### config.mk
export PLATFORM = sky130hd
export DESIGN_NAME = opfwd_unit
export DESIGN_NICKNAME = d
export VERILOG_FILES = /design/src/rtl/opfwd_pkg.sv /design/src/rtl/opfwd_select.sv /design/src/rtl/opfwd_mux.sv /design/src/rtl/opfwd_wbval.sv /design/src/rtl/opfwd_unit.sv
export SDC_FILE = /design/constraint.sdc
export NUM_CORES = 1
export LEC_CHECK = 0
export BUFFER_PORTS_ARGS = -buffer_cell sky130_fd_sc_hd__buf_4
export CORE_ASPECT_RATIO = 2
export CORE_MARGIN = 5
export CORE_UTILIZATION = 35
export DETAILED_ROUTE_END_ITERATION = 7
export MAX_ROUTING_LAYER = met4
export PLACE_DENSITY = 0.73
export REMOVE_ABC_BUFFERS = 1
export SLEW_MARGIN = 10
export SYNTH_ARGS = -nofsm -noshare
export SYNTH_HDL_FRONTEND = slang
export SYNTH_SLANG_ARGS = --single-unit
export TNS_END_PERCENT = 5
### constraint.sdc
create_clock -name vclk -period 2.1
set_clock_uncertainty 0.05 [all_clocks]
set_input_delay 0.21 -clock vclk [all_inputs]
set_output_delay 0.21 -clock vclk [all_outputs]
set_load 0.1 [all_outputs]
### src/rtl/opfwd_pkg.sv
package opfwd_pkg;

    localparam int REG_AW = 5;

    typedef enum logic [1:0] {
        SRC_RF  = 2'b00,
        SRC_EXM = 2'b01,
        SRC_MWB = 2'b10
    } op_src_e;

    typedef struct packed {
        logic [REG_AW-1:0] rd;
        logic              wen;
    } producer_t;

    function automatic logic producer_hits(input producer_t p, input logic [REG_AW-1:0] rs);
        return p.wen && (p.rd != '0) && (p.rd == rs);
    endfunction

endpackage

### src/rtl/opfwd_select.sv
module opfwd_select
    import opfwd_pkg::*;
(
    input  logic [REG_AW-1:0] rs,
    input  producer_t         exm,
    input  producer_t         mwb,
    output op_src_e           sel
);
    always_comb begin
        if (producer_hits(exm, rs))
            sel = SRC_EXM;
        else if (producer_hits(mwb, rs))
            sel = SRC_MWB;
        else
            sel = SRC_RF;
    end
endmodule

### src/rtl/opfwd_mux.sv
module opfwd_mux
    import opfwd_pkg::*;
#(
    parameter int W = 32
) (
    input  op_src_e      sel,
    input  logic [W-1:0] rf_val,
    input  logic [W-1:0] exm_val,
    input  logic [W-1:0] mwb_val,
    output logic [W-1:0] y
);
    always_comb begin
        unique case (sel)
            SRC_EXM: y = exm_val;
            SRC_MWB: y = mwb_val;
            default: y = rf_val;
        endcase
    end
endmodule

### src/rtl/opfwd_wbval.sv
module opfwd_wbval #(
    parameter int W = 32
) (
    input  logic         is_load,
    input  logic [W-1:0] load_data,
    input  logic [W-1:0] alu_result,
    output logic [W-1:0] wb_val
);
    assign wb_val = is_load ? load_data : alu_result;
endmodule

### src/rtl/opfwd_unit.sv
module opfwd_unit
    import opfwd_pkg::*;
#(
    parameter int XLEN = 32
) (
    input  logic [REG_AW-1:0] ex_rs1,
    input  logic [REG_AW-1:0] ex_rs2,
    input  logic [XLEN-1:0]   rf_rs1_data,
    input  logic [XLEN-1:0]   rf_rs2_data,
    input  logic [REG_AW-1:0] exm_rd,
    input  logic              exm_wen,
    input  logic [XLEN-1:0]   exm_alu_result,
    input  logic [REG_AW-1:0] mwb_rd,
    input  logic              mwb_wen,
    input  logic              mwb_is_load,
    input  logic [XLEN-1:0]   mwb_load_data,
    input  logic [XLEN-1:0]   mwb_alu_result,
    output logic [1:0]        a_sel,
    output logic [1:0]        b_sel,
    output logic [XLEN-1:0]   alu_a,
    output logic [XLEN-1:0]   alu_b
);
    localparam int N_OPS = 2;

    producer_t         exm_p, mwb_p;
    logic [XLEN-1:0]   wb_val;
    logic [REG_AW-1:0] rs_v  [N_OPS];
    logic [XLEN-1:0]   rf_v  [N_OPS];
    logic [XLEN-1:0]   op_v  [N_OPS];
    op_src_e           sel_v [N_OPS];

    assign exm_p = '{rd: exm_rd, wen: exm_wen};
    assign mwb_p = '{rd: mwb_rd, wen: mwb_wen};
    assign rs_v[0] = ex_rs1;
    assign rs_v[1] = ex_rs2;
    assign rf_v[0] = rf_rs1_data;
    assign rf_v[1] = rf_rs2_data;

    opfwd_wbval #(.W(XLEN)) i_wbval (
        .is_load    (mwb_is_load),
        .load_data  (mwb_load_data),
        .alu_result (mwb_alu_result),
        .wb_val     (wb_val)
    );

    for (genvar k = 0; k < N_OPS; k++) begin : g_op
        opfwd_select i_sel (
            .rs  (rs_v[k]),
            .exm (exm_p),
            .mwb (mwb_p),
            .sel (sel_v[k])
        );
        opfwd_mux #(.W(XLEN)) i_mux (
            .sel     (sel_v[k]),
            .rf_val  (rf_v[k]),
            .exm_val (exm_alu_result),
            .mwb_val (wb_val),
            .y       (op_v[k])
        );
    end

    assign a_sel = sel_v[0];
    assign b_sel = sel_v[1];
    assign alu_a = op_v[0];
    assign alu_b = op_v[1];
endmodule

## Word-level counts from Yosys, hierarchy flattened

Cells that the tools add are included.

- Equal/unequal tests: 8
- Mux-type cells: 7
- Reduce and logical (&&, ||, !) cells: 8

Operator list:

| operator | count |
|---|---|
| 32-bit one-hot mux with 2 select lines | 2 |
| 32-bit two-way mux | 1 |
| 5-bit == test | 4 |
| 5-bit nonzero test | 2 |
| 2-bit two-way mux | 4 |
| 1-bit logical AND | 6 |
| 2-bit by 1-bit == test with 1-bit output, second input constant | 2 |
| 2-bit == test, second input constant | 2 |

- Flip-flop bits (word level): 0
- Input port bits: 183
- Output and inout bits: 68
- Logic and storage cells: 23

## Depth between registers and ports, before layout

- Word-level depth: 7
- Depth in mapped cells: 7
- Mapped depth without buffers: 4

## Modules after synthesis

Synthesis repeated with hierarchy kept, for this count alone.

- Cells, all modules: 302
- Area total of the unflattened synthesis: 2,120.8 µm²

By module, submodules not included:

| module | times used | cells each | area an instance (µm²) |
|---|---|---|---|
| opfwd_mux | 2 | 113 | 636.9 |
| opfwd_wbval | 1 | 36 | 544.3 |
| opfwd_select | 2 | 20 | 151.4 |

## Worst setup path after synthesis

No wires, ideal clock.

- Path kind: input -> output
- Start: in exm_rd[1]
- End: out a_sel[1]
- Arrival: 4.225 ns
- Data required time: 1.840 ns
- Slack: -2.385 ns
- Stages on the path: 6
- Path buffers: 2
- Path through: or4_1 -> o21a_1 -> and3_1 -> buf_6 -> buf_6 -> nor4_1

- Cells in the longest elaborated chain, start to end: 4

RTL lines:

| what | line | source |
|---|---|---|
| start, declared | opfwd_unit.sv:10 | `input logic [REG_AW-1:0] exm_rd,` |
| 5-bit nonzero test | opfwd_pkg.sv:17 | `return p.wen && (p.rd != '0) && (p.rd == rs);` |
| 1-bit logical AND | opfwd_pkg.sv:17 |  |
| 1-bit logical AND * | opfwd_pkg.sv:17 |  |
| 2-bit two-way mux * | opfwd_select.sv:10 | `if (producer_hits(exm, rs))` |
| end, declared | opfwd_unit.sv:18 | `output logic [1:0] a_sel,` |

Every way passes the cells marked *; elsewhere a longest branch is shown, timed or not.

## Final worst setup path

- Start: in exm_rd[1]
- End: out alu_b[26]

- Cells in the longest elaborated chain, start to end: 6

RTL lines:

| what | line | source |
|---|---|---|
| 5-bit nonzero test | opfwd_pkg.sv:17 |  |
| 1-bit logical AND | opfwd_pkg.sv:17 |  |
| 1-bit logical AND * | opfwd_pkg.sv:17 |  |
| 2-bit two-way mux * | opfwd_select.sv:10 |  |
| 2-bit == test or 2-bit by 1-bit == test with 1-bit output (tied branches) | opfwd_mux.sv:13 | `unique case (sel)` |
| 32-bit one-hot mux with 2 select lines * | opfwd_mux.sv:13 |  |
| end, declared | opfwd_unit.sv:21 | `output logic [XLEN-1:0] alu_b` |

Marked as above.

==> metrics.md <==
| Metric | Value |
|---|---|
| Outcome | `complete, but fails checks` |
| Failing checks | `setup timing` |
| Leak Pwr | `2.67 nW` |
| RSZ-0062 raised after global routing | `yes` |
| DP Area | `0.00529 mm²` |
| Vias/cell | `just under 7` |
| Min Tclk post-route | `2.26 ns` |
| First-pass GRT wire length | `27.5 mm` |
| Number of max-cap violations | `0` |
| Crit path arrival time | `2.00 ns` |
| Total setup buffers inserted after CTS | `0` |
| Total track usage | `31.0%` |
| Largest net degree at the start of global routing | `43` |
| Worst Hold Depth | `4` |
| PortBufs | `251` |
| Worst Tran Pin Value | `0.573 ns` |
| Final GP Congestion | `0.907` |
| Initial drt markers | `449` |
| Core region area | `a little under 0.009 mm²` |
| Power Dens Cells | `347 mW/mm²` |
| Fin. Hold Viols | `0` |
| Die Area | `0.0110 mm²` |
| Starting Density | `between 30 and 40%` |
| FF+latch area | `0 µm²` |
| VDD IR max | `about 0.23 mV` |
| Clk_buf instances | `0` |
| DPL Wire Length | `13.1 mm` |
| Synth unique cells | `23` |
| Final setup fails | `65` |
| Filler cells | `631` |
| Crit start category | `input pin` |
| Yosys warnings | `0` |
| Crit path max fanout | `21` |
| Area Growth Syn to Fin | `105%` |
| Mapped Area | `0.00313 mm²` |
| Final period util | `108%` |
| Die height | `144 µm` |
| # diodes | `0` |
| Sequential-to-total area share from yosys stat | `0%` |
| Cell area after layout | `roughly 0.0064 mm²` |
| Rel. slew slack | `around three fifths` |
| Detailed Route WL | `around 18 mm` |
| Worst setup EP type | `output port` |
| Die width | `76.8 µm` |
| Initial antenna violation count | `0` |
| Seq_cells | `0` |
| CP required | `1.84 ns` |
| Synth Instances | `402` |
| Hold crit path type | `input pin to output port` |
| Vias in the first global route | `4959` |
| Max-slew violation count | `0` |
| Hold_ws | `0.803 ns` |
| DRT antenna net count | `0` |
| Residual DRC | `0` |
| Mean area per synthesized cell | `7.78 µm²` |
| Total gr overflow | `0` |
| IO Pins | `251` |
| Crit path kind | `input pin to output port` |
| Std-Cell Rows | `48` |
| Setup ws final | `-0.163 ns` |
| Layout Nets | `just over 800` |
| Wire per inst | `25.0 µm` |
| Layout cells sized above 1 | `63.6%` |
| Drt pass-1 iters | `6` |
| Max frequency | `between 400 and 500 MHz` |
| Via count | `4912` |
Yosys cell counts (all sizes together):
library cell | count | area share (%)
nand4 | 64 | 13
clkbuf | 50 | 6.0
a31oi | 64 | 13
nor3 | 2 | 0.32
buf | 23 | 6.4
or4 | 2 | 0.48
mux2 | 1 | 0.36
and3 | 4 | 0.80
nand2 | 2 | 0.24
nor4 | 4 | 0.80
o21a | 2 | 0.48
and2 | 2 | 0.40
mux2i | 31 | 9.9
xnor2 | 10 | 2.8
and4 | 62 | 17
o21ai | 1 | 0.16
o31ai | 64 | 24
xor2 | 10 | 2.8
nor2 | 2 | 0.24
nand3 | 2 | 0.32
final timing paths:
check	slack [ns]	endpoint	startpoint
max	-0.16	alu_b[26]	exm_rd[1]
min	0.80	alu_a[22]	exm_alu_result[22]
through the flow:
step / util [%] / TNS [ns] / total power, mW / std cells / worst slack [ns]
6_report: 73.6 / -6.93 / 2.22 / 727 / -0.163
5_1_grt: 73.6 / -9.22 / 2.30 / 727 / -0.204
4_1_cts: 72.0 / -7.18 / 2.16 / 727 / -0.169
3_5_place_dp: 60.7 / -16.91 / 1.89 / 726 / -0.368
3_3_place_gp: 60.7 / -14.91 / 1.87 / 726 / -0.332
2_1_floorplan: - / -207.96 / 1.13 / 329 / -3.98
metal layers:
layer | routed length, µm | GRT usage, %
met5 | 0 | -
met4 | 1150 | 14.2
met3 | 1260 | 3.83
met2 | 9720 | 55.4
met1 | 6050 | 33.6
report_power, final:
| part | total (mW) | internal, mW | switching, mW |
|---|---|---|---|
| registers | 0 | 0 | 0 |
| logic | 2.22 | 0.837 | 1.39 |
| clock network | 0 | 0 | 0 |
cell usage in the layout (no fill, tap or decap), types with 9 or more instances in the layout:
master and count:
a31oi_1 55, and4_1 53, and4_4 9, buf_12 49, buf_4 211, buf_6 35
mux2i_1 31, nand4_1 64, o31ai_2 29, o31ai_4 35, xor2_1 10
layout make-up:
type / instances / area, µm² / share of cell area (%)
well taps: 100 / 125 / 1.95
repair buffers: 298 / 3020 / 47.0
multi-input cells: 329 / 3270 / 51.0
logic make-up after synthesis:
kind of cell              after synthesis  share of synthesized area (%)
and+or+nand+nor                       146                           33.8
xor gates and xnor gates               20                           5.60
muxes                                  32                           10.3
buffers and inverters                  73                           12.4
AOI/OAI and AO/OA                     131                           37.9
timing repair:
action,CTS,global route
pin swaps,11,6
gates cloned,1,0
hold buffers,0,0
resized for setup,195,25
setup endpoints to repair,66,66
critical path, stage by stage:
cell	delay (ns)
buf_6	0.09
or4_4	0.53
o21a_4	0.22
and3_4	0.18
buf_12	0.18
o31ai_2	0.31
buf_6	0.27
Power figures use the tool's default switching activity.
